### src/rtl/bru_pkg.sv
package bru_pkg;
  typedef enum logic [2:0] {
    BR_JR  = 3'd0,
    BR_EQ  = 3'd1,
    BR_NE  = 3'd2,
    BR_LT  = 3'd3,
    BR_GT  = 3'd4,
    BR_LE  = 3'd5,
    BR_GE  = 3'd6,
    BR_RSV = 3'd7
  } br_kind_e;
endpackage

### src/rtl/bru_cond.sv
module bru_cond
  import bru_pkg::*;
#(
  parameter int DATA_W = 16
) (
  input  br_kind_e            kind_i,
  input  logic [DATA_W-1:0]   a_i,
  input  logic [DATA_W-1:0]   b_i,
  output logic                hit_o
);
  logic eq, lt;
  assign eq = (a_i == b_i);
  assign lt = ($signed(a_i) < $signed(b_i));

  always_comb begin
    unique case (kind_i)
      BR_EQ:   hit_o = eq;
      BR_NE:   hit_o = !eq;
      BR_LT:   hit_o = lt;
      BR_GT:   hit_o = !lt && !eq;
      BR_LE:   hit_o = lt || eq;
      BR_GE:   hit_o = !lt;
      default: hit_o = 1'b0;
    endcase
  end
endmodule

### src/rtl/bru_target.sv
module bru_target #(
  parameter int PC_W  = 10,
  parameter int OFF_W = 6
) (
  input  logic [PC_W-1:0]  pc_i,
  input  logic [OFF_W-1:0] off_i,
  input  logic [PC_W-1:0]  reg_addr_i,
  input  logic             is_jr_i,
  output logic [PC_W-1:0]  tgt_o,
  output logic [PC_W-1:0]  seq_o
);
  localparam int EXT_W = PC_W - OFF_W;

  logic [PC_W-1:0] off_ext;
  assign off_ext = {{EXT_W{off_i[OFF_W-1]}}, off_i};
  assign seq_o   = pc_i + {{(PC_W-1){1'b0}}, 1'b1};
  assign tgt_o   = is_jr_i ? reg_addr_i : (pc_i + off_ext);
endmodule

### src/rtl/bru_unit.sv
module bru_unit
  import bru_pkg::*;
#(
  parameter int DATA_W = 16,
  parameter int PC_W   = 10,
  parameter int OFF_W  = 6
) (
  input  logic              clk_i,
  input  logic              rst_ni,
  input  logic [2:0]        br_type_i,
  input  logic [DATA_W-1:0] rx_i,
  input  logic [DATA_W-1:0] r0_i,
  input  logic [PC_W-1:0]   pc_i,
  input  logic [OFF_W-1:0]  off_i,
  output logic              taken_o,
  output logic [PC_W-1:0]   next_pc_o,
  output logic              bad_type_o
);
  br_kind_e        kind;
  logic            hit, is_jr, bad, take;
  logic [PC_W-1:0] tgt, seq, nxt;

  assign kind  = br_kind_e'(br_type_i);
  assign is_jr = (kind == BR_JR);
  // jump must carry a zero offset field; reserved subtype never redirects
  assign bad   = (kind == BR_RSV) || (is_jr && (off_i != '0));
  assign take  = !bad && (is_jr || hit);
  assign nxt   = take ? tgt : seq;

  bru_cond #(.DATA_W(DATA_W)) u_cond (
    .kind_i (kind),
    .a_i    (rx_i),
    .b_i    (r0_i),
    .hit_o  (hit)
  );

  bru_target #(.PC_W(PC_W), .OFF_W(OFF_W)) u_tgt (
    .pc_i       (pc_i),
    .off_i      (off_i),
    .reg_addr_i (rx_i[PC_W-1:0]),
    .is_jr_i    (is_jr),
    .tgt_o      (tgt),
    .seq_o      (seq)
  );

  always_ff @(posedge clk_i or negedge rst_ni) begin
    if (!rst_ni) begin
      taken_o    <= 1'b0;
      next_pc_o  <= '0;
      bad_type_o <= 1'b0;
    end else begin
      taken_o    <= take;
      next_pc_o  <= nxt;
      bad_type_o <= bad;
    end
  end
endmodule

### config.mk
export PLATFORM = sky130hd
export DESIGN_NAME = bru_unit
export DESIGN_NICKNAME = d
export VERILOG_FILES = /design/src/rtl/bru_pkg.sv /design/src/rtl/bru_cond.sv /design/src/rtl/bru_target.sv /design/src/rtl/bru_unit.sv
export SDC_FILE = /design/constraint.sdc
export NUM_CORES = 1
export LEC_CHECK = 0
export ABC_AREA = 1
export BUFFER_PORTS_ARGS = -buffer_cell sky130_fd_sc_hd__buf_4
export CORE_ASPECT_RATIO = 0.75
export CORE_MARGIN = 2
export CORE_UTILIZATION = 28
export DETAILED_ROUTE_END_ITERATION = 8
export HOLD_SLACK_MARGIN = 0.06
export PLACE_DENSITY_LB_ADDON = 0.2
export SLEW_MARGIN = 20
export SYNTH_ARGS = -nofsm -noshare
export SYNTH_HDL_FRONTEND = slang
export SYNTH_SLANG_ARGS = --single-unit
export TNS_END_PERCENT = 30
### constraint.sdc
create_clock -name clk_i -period 0.8 [get_ports clk_i]
set_input_delay 0.12 -clock clk_i [delete_from_list [all_inputs] [get_ports clk_i]]
set_output_delay 0.12 -clock clk_i [all_outputs]
set_load 0.03 [all_outputs]
Word level (Yosys, flattened, before mapping)
Index checks and enable logic that the tools add are counted.
{"block": "word_totals", "ff_bits": 12, "out_inout_bits": 12}
{"block": "op_classes", "addsub": 2, "order_cmp": 1, "eq_ne": 8, "n_mux": 3, "reduce_logical": 11}
{"op": "two-way mux 10 bit", "n": 2}
{"op": "== test 16 bit", "n": 1}
{"op": "< comparator 16 bit", "n": 1}
{"op": "== test 3 bit (second input constant)", "n": 4}
{"op": "adder 10 x 1 -> 10 bit (second input constant)", "n": 1}
{"op": "adder 10 bit", "n": 1}
{"op": "== test 3 x 2 -> 1 bit (second input constant)", "n": 2}
{"op": "one-hot mux 1 bit (6 select lines)", "n": 1}
{"op": "nonzero test 6 bit", "n": 1}
{"op": "== test 3 x 1 -> 1 bit (second input constant)", "n": 1}
{"op": "logical AND 1 bit", "n": 3}
{"op": "zero test 1 bit", "n": 3}
{"op": "zero test 3 bit", "n": 1}
{"op": "logical OR 1 bit", "n": 3}

Depth between registers and ports, before layout
Gate-level depths: netlist (run 1).
{"block": "depth", "ltp_word": 7, "ltp_mapped": 19}

Cells and area by module
Synthesis (run 1) repeated with hierarchy kept, for this count alone.
{"block": "hier_totals", "hier_cells": 288, "hier_area_um2": 1804.2}
{"mod": "bru_target", "n_inst": 1, "cells_each": 128, "area_each_um2": 721.9}
{"mod": "bru_cond", "n_inst": 1, "cells_each": 99, "area_each_um2": 545.5}
{"mod": "bru_unit", "n_inst": 1, "cells_each": 61, "area_each_um2": 536.8}

Worst setup path before layout (run 1)
No wires, ideal clock.
{"block": "synth_timing", "kind": "input to register", "startpoint": "input port pc_i[0]", "endpoint": "register next_pc_o[6]", "setup_ns": 0.115, "t_arrival_ns": 1.666, "required_time_ns": 0.685, "slack_ns": -0.982, "cell_stages": 10, "path_buffers": 0, "cell_sequence": "ha_1 -> inv_1 -> fa_1 -> o21ai_0 -> a21oi_1 -> o21ai_0 -> xor2_1 -> o21ai_0 -> nand3_1 -> nand2_2"}
{"block": "synth_via", "elab_chain_cells": 3}
{"element": "start, declared", "line_no": "bru_unit.sv:13", "rtl": "input logic [PC_W-1:0] pc_i,"}
{"element": "adder 10 bit", "line_no": "bru_target.sv:17", "rtl": "assign tgt_o = is_jr_i ? reg_addr_i : (pc_i + off_ext);"}
{"element": "two-way mux 10 bit", "line_no": "bru_target.sv:17"}
{"element": "two-way mux 10 bit *", "line_no": "bru_unit.sv:28", "rtl": "assign nxt = take ? tgt : seq;"}
{"element": "named net nxt[6]", "line_no": "bru_unit.sv:21", "rtl": "logic [PC_W-1:0] tgt, seq, nxt;"}
{"element": "end signal, assigned", "line_no": "bru_unit.sv:53", "rtl": "next_pc_o <= nxt;"}
{"element": "end, declared", "line_no": "bru_unit.sv:16", "rtl": "output logic [PC_W-1:0] next_pc_o,"}
The timed path passes the listed nets; every way through them passes the cells marked *.

Worst setup path after layout (run 1)
{"block": "layout_timing", "startpoint": "input port r0_i[13]", "endpoint": "register next_pc_o[2]"}
{"block": "layout_via", "elab_chain_cells": 7}
{"element": "start, declared", "line_no": "bru_unit.sv:12", "rtl": "input logic [DATA_W-1:0] r0_i,"}
{"element": "< comparator 16 bit / == test 16 bit (equally long branches)", "line_no": "bru_cond.sv:13, bru_cond.sv:12"}
{"element": "zero test 1 bit (on tied branches)", "line_no": "bru_cond.sv:20, bru_cond.sv:22, bru_cond.sv:18"}
{"element": "logical AND 1 bit", "line_no": "bru_cond.sv:20", "rtl": "BR_GT: hit_o = !lt && !eq;"}
{"element": "one-hot mux 1 bit (6 select lines) *", "line_no": "bru_cond.sv:16", "rtl": "unique case (kind_i)"}
{"element": "logical OR 1 bit *", "line_no": "bru_unit.sv:27", "rtl": "assign take = !bad && (is_jr || hit);"}
{"element": "logical AND 1 bit *", "line_no": "bru_unit.sv:27"}
{"element": "two-way mux 10 bit *", "line_no": "bru_unit.sv:28"}
{"element": "named net nxt[2]", "line_no": "bru_unit.sv:21"}
Marked as above.

==> impl_metrics.py, run 1 <==
metrics = {
    "sta": {
        "postLayoutSetupSlackWorst_ns": -0.874,
        "setup_violations": 24,
        "hold_viol": 0,
        "max_freq_ghz": 0.597,
        "finalCriticalPeriod_ns": 1.67,
        "slew_violations": 0,
        "final.setup.tns_ns": -10.48,
        "grt_setup_unrepaired": "yes",
        "tightest_slew_ns": 0.456,
        "relSlewSlack_pct": 69.6,
        "fin_crit_sh_pct": 209,
        "whs_ns": 0.265,
    },
    "run": {
        "drv_cap": 0,
    },
    "synthesis": {
        "synth_top_cell_by_area": "ha_1",
        "yosysWarnings": 0,
        "yosysSeqAreaShare_pct": 16.9,
        "synth_edf_count": 0,
        "ys_types": 27,
        "ys_ff_latch": 12,
        "syn-num-nets": 345,
        "synth_top_area_share_pct": 18.3,
        "ys_async_sr_fraction_pct": 100,
        "syn_inst": 265,
        "ys_dominant_reg_cell": "dfrtp_1",
        "synth_top_cells_by_count": "inv_1, nand2_1, ha_1",
        "synthTopCellsByArea": "ha_1, dfrtp_1, inv_1",
        "avgSynthCellArea_um2": 6.71,
        "syn_area_um2": 1780,
    },
    "floorplanning": {
        "start_util_pct": 28.6,
        "die_width_um": 96.0,
        "ioPinCount": 65,
        "core_um2": 6220,
        "std_cell_rows": 25,
        "dieArea_um2": 7010,
        "die_h_um": 73.0,
    },
    "power_and_ir_drop": {
        "peakVddDrop_uv": 493,
        "pwr-share-clk_pct": 13.9,
        "p_leak_uw": 0.00169,
        "combPwrFrac_pct": 65.0,
        "p_switching_uw": 1420,
        "swShare_pct": 39.4,
        "p_seq_share_pct": 21.2,
        "power_density_nw_per_um2": 1090,
        "intPower_uw": 2190,
    },
    "drt": {
        "detail_route.iter0.violations": 20,
        "drc_errors": 0,
        "viasPerCell": 4.31,
        "dr.pass1.iters": 4,
        "wl_um": 5240,
        "ant_nets": 0,
        "vias": 2038,
        "routedWlPerCell_um": 11.1,
    },
    "status": {
        "status": "finished, violations left",
        "violations": "negative setup slack",
    },
    "placed_design": {
        "dpl_cell_area_um2": 2950,
        "dp_cells": 467,
        "gp_congestion": 0.841,
        "io_buffer_count": 64,
        "place_hpwl_um": 4490,
        "place_ws_ns": -1.17,
    },
    "grt": {
        "grt_max_degree": 15,
        "grt_pass1_wl_um": 8500,
        "grt_pass1_vias": 1933,
        "gr-total-overflow": 0,
        "grt_usage_pct": 15.1,
        "antenna_found_initial": 0,
    },
    "setup_path": {
        "cp.required_ns": 0.92,
        "cp_cell_sequence": "buf_6, inv_2, ha_4, nand4_1, inv_2, a21oi_2, nand2_2, nand2_4, nand4_1, nand3_2, nand3_4, buf_6, nand3_2, nand2_2",
        "worstPathMaxFanout": 5,
        "critPathSlowestCell": "ha_4",
        "slowest_delay_ns": 0.21,
        "worstPathArrival_ns": 1.79,
        "endpoint_kind": "flip-flop",
        "startpoint_type": "input pin",
        "critPathKind": "in -> reg",
    },
    "layout": {
        "fill_cells": 638,
        "stdcell_count": 473,
        "regArea_um2": 300,
        "multi_input_area_um2": 1610,
        "diodes": 0,
        "final_area_um2": 3300,
        "drive_above_1_share_pct": 56.4,
        "area_delta_synth_final_pct": 85.6,
        "nets": 474,
    },
    "cts": {
        "cts_buffer_depth": 2,
        "clockRootBuffer": "clkbuf_8",
        "cts_made_buffers": 3,
        "clock_sinks": 12,
        "htreeDepth": 1,
        "cts_setup_buffers": 0,
        "tritoncts": "done",
        "clk_pin_slew_worst_paths_ns": 0.05,
    },
    "worst_hold_path": {
        "hold_class": "in -> async",
    },
}
-- logic make-up (layout without fill, tap and decap cells) --
logic type / after synthesis / count (layout) / synth area share [%]
compound gates: 34 / 34 / 10.3
flops: 12 / 12 / 16.9
simple gates: 123 / 124 / 33.7
xor+xnor: 15 / 15 / 7.39
fa+ha+maj: 27 / 27 / 19.4
buf+inv: 54 / 180 / 12.3
-- power by group through the flow --
stage / Clock (µW) / Sequential (µW) / Combinational (µW)
2_1_floorplan: 0 / 979 / 904
3_3_place_gp: 0 / 758 / 2000
3_5_place_dp: 0 / 754 / 2030
4_1_cts: 514 / 766 / 2270
5_1_grt: 546 / 773 / 2560
6_report: 500 / 764 / 2350
-- metal layers --
layer,part of all wire [%],GRT usage (%)
met1,49,21.5
met2,46,25.2
met3,4.0,1.86
met4,0.34,1.43
met5,0,0
-- flip-flops by register name (all words and copies together), names as in the netlist --
signal and flops:
next_pc_o 10, taken_o 1, bad_type_o 1
-- placed cells by master, fill, tap and decap left out, types with 2 or more instances in the layout --
cell type	netlist	layout
nand2_2	24	28
xnor2_1	4	4
nand3_1	24	11
dfrtp_1	12	12
o21ai_0	16	12
ha_4	0	13
clkbuf_8	0	3
ha_1	26	13
nand3_2	3	15
buf_6	2	21
nor2_4	1	3
xor2_1	11	11
o21ai_2	0	2
nor3_1	5	5
inv_4	0	6
nor2_1	10	9
nand4_1	3	3
a21oi_2	1	4
nand2_4	0	5
inv_1	50	34
inv_2	0	9
a21oi_1	13	9
nand2_1	50	41
o21ai_1	1	3
buf_4	0	105
-- area by class of cell --
cell class	instances	share of cell area, %
Multi-Input combinational cell	200	48.8
Timing Repair Buffer	127	31.4
Sequential cell	12	9.10
Inverter	50	6.37
Tap cell	81	3.07
Clock buffer	3	1.25
-- repair_timing --
item / 4_1_cts / 5_1_grt
gates cloned: 1 / 1
setup endpoints to repair: 24 / 24
gates resized for setup: 52 / 16
pin swaps: 17 / 32
hold buffers: 1 / 0
hold endpoints to repair: 12 / 0
-- metrics by stage --
step,power (µW),utilization (%)
after CTS,3550,51.9
after global routing,3880,53.0
final,3610,53.0
after floorplan,1880,-
after detailed placement,2780,47.5
after global placement,2760,47.5
-- final timing paths --
check / from / end / slack [ns] / depth (start not counted)
min in group clk_i: pc_i[0] / next_pc_o[0]$_DFF_PN0_ / 0.30 / 5
hold / removal: rst_ni / next_pc_o[2]$_DFF_PN0_ / 0.27 / 2
setup / recovery: r0_i[13] / next_pc_o[2]$_DFF_PN0_ / -0.87 / 14
max in group asynchronous: rst_ni / taken_o$_DFF_PN0_ / 0.39 / 2
-- worst max-delay path, delay by kind of cell --
kind,cells,cell delay (ns)
AOI/OAI and AO/OA,1,0.19
adders and majority gates,1,0.21
buffers and inverters,4,0.40
and+or+nand+nor,8,0.88
(Power assumes the default switching activity.)
==> inputs of run 2 (changes only) <==
- RECOVER_POWER: default -> 100
==> run 2 against run 1 <==
  * The run still ends with negative setup slack left
  * Sequential power about the same
  * Critical path depth unchanged
  * Via count up 0.34%
  * Count of clock-buffer cells in the layout unchanged
  * Utilization hardly changed
  * Power hardly changed
  * First-iteration DRC count stayed put
  * Largest power group unchanged
  * Highest routed layer unchanged
==> impl_metrics.py, run 2 (synthesized netlist as in run 1, its figures left out) <==
metrics = {
    "power_and_ir_drop": {
        "power_density_nw_per_um2": 1090,
        "p_leak_uw": 0.00169,
        "peakVddDrop_uv": 492,
    },
    "setup_path": {
        "path_buf_inv": 4,
        "worstPathMaxFanout": 5,
        "endpoint_kind": "flip-flop",
        "worstPathArrival_ns": 1.79,
        "critPathSlowestCell": "ha_4",
        "cp_cell_sequence": "buf_6, inv_2, ha_4, nand4_1, inv_2, a21oi_2, nand2_2, nand2_4, nand4_1, nand3_2, nand3_4, buf_6, nand3_2, nand2_2",
        "cp_top_family": "simple AND/OR/NAND/NOR gates",
        "startpoint_type": "input pin",
        "critPathKind": "in -> reg",
        "slowest_delay_ns": 0.21,
        "cp.required_ns": 0.92,
    },
    "floorplanning": {
        "ioPinCount": 65,
        "core_um2": 6220,
        "std_cell_rows": 25,
        "die_width_um": 96.0,
        "start_util_pct": 28.6,
        "die_h_um": 73.0,
        "dieArea_um2": 7010,
    },
    "cts": {
        "tritoncts": "done",
        "cts_setup_buffers": 0,
        "clockRootBuffer": "clkbuf_8",
        "cts_made_buffers": 3,
        "clk_pin_slew_worst_paths_ns": 0.05,
        "htreeDepth": 1,
        "cts_buffer_depth": 2,
        "clock_sinks": 12,
    },
    "drt": {
        "detail_route.iter0.violations": 20,
        "drc_errors": 0,
        "vias": 2045,
        "viasPerCell": 4.32,
        "wl_um": 5240,
        "routedWlPerCell_um": 11.1,
        "ant_nets": 0,
        "dr.pass1.iters": 4,
    },
    "sta": {
        "finalCriticalPeriod_ns": 1.67,
        "postLayoutSetupSlackWorst_ns": -0.874,
        "hold_viol": 0,
        "relSlewSlack_pct": 69.6,
        "max_freq_ghz": 0.597,
        "fin_crit_sh_pct": 209,
        "grt_setup_unrepaired": "yes",
        "slew_violations": 0,
        "final.setup.tns_ns": -10.48,
        "tightest_slew_ns": 0.456,
        "setup_violations": 24,
    },
    "placed_design": {
        "io_buffer_count": 64,
        "place_hpwl_um": 4490,
        "gp_congestion": 0.841,
        "place_ws_ns": -1.17,
    },
    "worst_hold_path": {
        "hold_class": "in -> reg",
    },
    "status": {
        "violations": "negative setup slack",
        "status": "finished, violations left",
    },
    "layout": {
        "layout_commonest_cell": "buf_4",
        "largest_reg_flops": 10,
        "drive_above_1_share_pct": 56.4,
        "diodes": 0,
        "max_flop_register": "next_pc_o",
        "nets": 474,
        "top_regs": "next_pc_o x10, bad_type_o x1, taken_o x1",
        "area_delta_synth_final_pct": 85.4,
        "layout_common_cells": "buf_4, nand2_1, inv_1, nand2_2, buf_6",
    },
    "grt": {
        "antenna_found_initial": 0,
        "grt_usage_pct": 15.1,
        "gr-total-overflow": 0,
        "grt_pass1_wl_um": 8500,
        "grt_pass1_vias": 1933,
        "grt_max_degree": 15,
    },
    "run": {
        "drv_cap": 0,
    },
}
run 2: cell types whose count changed in the layout (fill, tap and decap cells not counted):
cell and change:
clkbuf_2 +1, buf_4 -1
run 2: worst paths after layout:
path | start | slack, ns | cells past startpoint | endpoint
setup / recovery | r0_i[13] | -0.87 | 14 | next_pc_o[2]$_DFF_PN0_
hold / removal | pc_i[0] | 0.30 | 5 | next_pc_o[0]$_DFF_PN0_
max in group asynchronous | rst_ni | 0.27 | 2 | taken_o$_DFF_PN0_
min in group asynchronous | rst_ni | 0.31 | 2 | next_pc_o[2]$_DFF_PN0_
run 2: per-layer routing:
metal | wire length, µm | track usage [%] | part of all wire [%]
met1 | 2580 | 21.5 | 49
met5 | 0 | 0 | 0
met3 | 213 | 1.86 | 4.1
met4 | 18 | 1.43 | 0.34
met2 | 2430 | 25.2 | 46
run 2: through the flow:
step	util, %	power (µW)	instances	hold slack, ns	instance area (µm²)
finish	53.0	3610	473	0.295	3300
global route	53.0	3880	473	0.317	3300
CTS	51.9	3550	472	0.279	3230
detailed placement	47.5	2780	467	-0.0374	2950
global placement	47.5	2760	467	-0.0363	2950
floorplan	-	1880	265	-0.176	1950
run 2: timing repair:
action	in CTS	in global routing
pin swaps	17	32
hold buffers	1	0
endpoints found under the hold margin	12	0
gates resized for setup	52	16
cloned	1	1
setup endpoints to repair	24	24
run 2: cell type report:
class                      count  area [µm²]
fill                         639        2930
multi-input combinational    200        1610
timing repair buffer         127        1030
sequential                    12         300
inverter                      50         210
tap                           81         101
clock buffer                   3        41.3
run 2: where the power goes:
group / switching [µW] / total [µW] / leakage (µW) / internal, µW
Sequential: 47.3 / 764 / 0.000145 / 717
Clock: 173 / 500 / 0.0000216 / 328
Combinational: 1200 / 2340 / 0.00153 / 1140
Total: 1420 / 3610 / 0.00169 / 2190
run 2: worst min-delay path, cell delays in order:
cell	delay (ns)
buf_4	0.09
buf_4	0.11
inv_1	0.05
nand2_2	0.06
nand2_2	0.05
==> inputs of run 3 (changes only) <==
- BUFFER_PORTS_ARGS: -buffer_cell sky130_fd_sc_hd__buf_4 -> -buffer_cell sky130_fd_sc_hd__buf_2
==> run 3 against run 2 <==
  * The flow still finishes with violations (negative setup slack)
  * Maximum frequency grew 2.6%
  * Wire length shrank 1.6%
  * Largest cell class unchanged
  * Sequential cell count is the same
  * Final area shrank 1.6%
  * First-iteration DRC count grew 40%
  * Critical path depth grew 4
  * Critical path type unchanged
  * Combinational power is essentially flat
  * Worst setup slack gained 0.043 ns
  * Cell count grew 0.42%
  * Sequential share of layout area grew 0.15 points
  * Sequential power is essentially flat
  * Power grew 3.1%
==> impl_metrics.py, run 3 (synthesized netlist as in run 1, its figures left out) <==
metrics = {
    "status": {
        "status": "finished, violations left",
        "violations": "negative setup slack",
    },
    "floorplanning": {
        "start_util_pct": 28.6,
        "dieArea_um2": 7010,
        "core_um2": 6220,
        "die_h_um": 73.0,
        "ioPinCount": 65,
        "std_cell_rows": 25,
        "die_width_um": 96.0,
    },
    "setup_path": {
        "worstPathArrival_ns": 1.75,
        "cp.required_ns": 0.92,
        "cp_cell_sequence": "buf_2, inv_4, ha_4, nand2_1, inv_1, nand3_2, nor2_4, nand2_2, nand2_2, nand2_4, nand2_1, nand2_1, nand2_1, nand2_2, nand3_4, nand2_4, nand2_2, nand2_2",
        "critPathKind": "in -> reg",
        "critPathSlowestCell": "ha_4",
        "slowest_delay_ns": 0.25,
        "cpMostUsedCell": "nand2_2",
        "endpoint_kind": "flip-flop",
        "worstPathMaxFanout": 6,
        "startpoint_type": "input pin",
    },
    "placed_design": {
        "place_hpwl_um": 4230,
        "io_buffer_count": 64,
        "dpl_cell_area_um2": 2790,
        "dp_cells": 465,
        "gp_congestion": 0.864,
    },
    "cts": {
        "cts_made_buffers": 3,
        "htreeDepth": 1,
        "clk_pin_slew_worst_paths_ns": 0.05,
        "clockRootBuffer": "clkbuf_8",
        "clock_sinks": 12,
        "tritoncts": "done",
        "cts_buffer_depth": 2,
    },
    "drt": {
        "wl_um": 5160,
        "routedWlPerCell_um": 10.9,
        "viasPerCell": 4.34,
        "dr.pass1.iters": 4,
        "drc_errors": 0,
        "ant_nets": 0,
        "detail_route.iter0.violations": 28,
        "vias": 2061,
    },
    "layout": {
        "layout_common_cells": "buf_4, nand2_1, buf_2, inv_1, nand2_2",
        "layout_commonest_cell": "buf_4",
        "final_area_um2": 3240,
        "regArea_um2": 300,
        "diodes": 0,
        "fill_cells": 610,
        "top_regs": "next_pc_o x10, bad_type_o x1, taken_o x1",
        "stdcell_count": 475,
        "drive_above_1_share_pct": 55.6,
        "largest_reg_flops": 10,
        "area_delta_synth_final_pct": 82.4,
        "nets": 475,
        "multi_input_area_um2": 1600,
        "max_flop_register": "next_pc_o",
    },
    "sta": {
        "tightest_slew_ns": 0.449,
        "grt_setup_unrepaired": "yes",
        "setup_violations": 24,
        "fin_crit_sh_pct": 204,
        "hold_viol": 0,
        "slew_violations": 0,
        "final.setup.tns_ns": -10.12,
        "finalCriticalPeriod_ns": 1.63,
        "postLayoutSetupSlackWorst_ns": -0.831,
        "max_freq_ghz": 0.613,
        "relSlewSlack_pct": 69.7,
    },
    "grt": {
        "grt_pass1_vias": 1897,
        "grt_usage_pct": 14.7,
        "gr-total-overflow": 0,
        "grt_pass1_wl_um": 8250,
        "grt_max_degree": 14,
        "antenna_found_initial": 0,
    },
    "power_and_ir_drop": {
        "p_leak_uw": 0.00169,
        "peakVddDrop_uv": 413,
        "power.total_uw": 3720,
        "power_density_nw_per_um2": 1150,
    },
    "worst_hold_path": {
        "hold_class": "in -> async",
    },
    "run": {
        "drv_cap": 0,
    },
}
-- run 3: worst max path at each step --
stage	cells past startpoint	slack [ns]	endpoint	startpoint
6_report	18	-0.83	next_pc_o[9]$_DFF_PN0_	r0_i[11]
5_1_grt	11	-0.94	next_pc_o[7]$_DFF_PN0_	pc_i[4]
4_1_cts	17	-0.81	next_pc_o[1]$_DFF_PN0_	r0_i[15]
3_5_place_dp	17	-1.20	next_pc_o[9]$_DFF_PN0_	r0_i[5]
3_3_place_gp	18	-1.18	next_pc_o[9]$_DFF_PN0_	r0_i[11]
2_1_floorplan	10	-0.80	next_pc_o[6]$_DFF_PN0_	pc_i[0]
-- run 3: layer usage --
layer  GRT usage [%]  vias to the layer above  part of all wire, %
li1                -                     1112                    -
met3            1.14                        2                  3.6
met1            20.9                      909                   48
met2            24.5                       38                   48
met4            2.38                        0                 0.29
met5               0                        -                    0
-- run 3: metrics by stage --
stage          worst slack (ns)  hold WS, ns  utilization [%]
3_3_place_gp              -1.18      0.00163             44.8
2_1_floorplan            -0.796       -0.176                -
6_report                 -0.831        0.295             52.1
4_1_cts                  -0.813        0.295             50.6
5_1_grt                  -0.945        0.320             52.1
3_5_place_dp              -1.20     -0.00170             44.8
-- run 3: layout make-up --
type	instances	share of cell area [%]
Clock buffer	4	1.70
Inverter	50	6.40
Multi-Input combinational cell	200	49.4
Sequential cell	12	9.26
Tap cell	81	3.12
Timing Repair Buffer	128	30.1
-- run 3: power breakdown --
part           total, µW  internal (µW)  switching [µW]
registers            763            716            46.5
clock network        620            432             188
logic               2340           1120            1220
-- run 3: repair_timing --
item | 4_1_cts | 5_1_grt
setup endpoints to repair | 24 | 24
gates resized for setup | 65 | 18
pin swaps | 31 | 6
hold buffers | 1 | 0
gates cloned | 2 | 0
hold endpoints to repair | 12 | 0
setup buffers | 1 | 2
-- run 3: critical path: cells and delay by family --
kind / cells / cell delay (ns)
AND/OR/NAND/NOR: 14 / 1.17
adder cells (fa/ha/maj): 1 / 0.25
buffers and inverters: 3 / 0.20
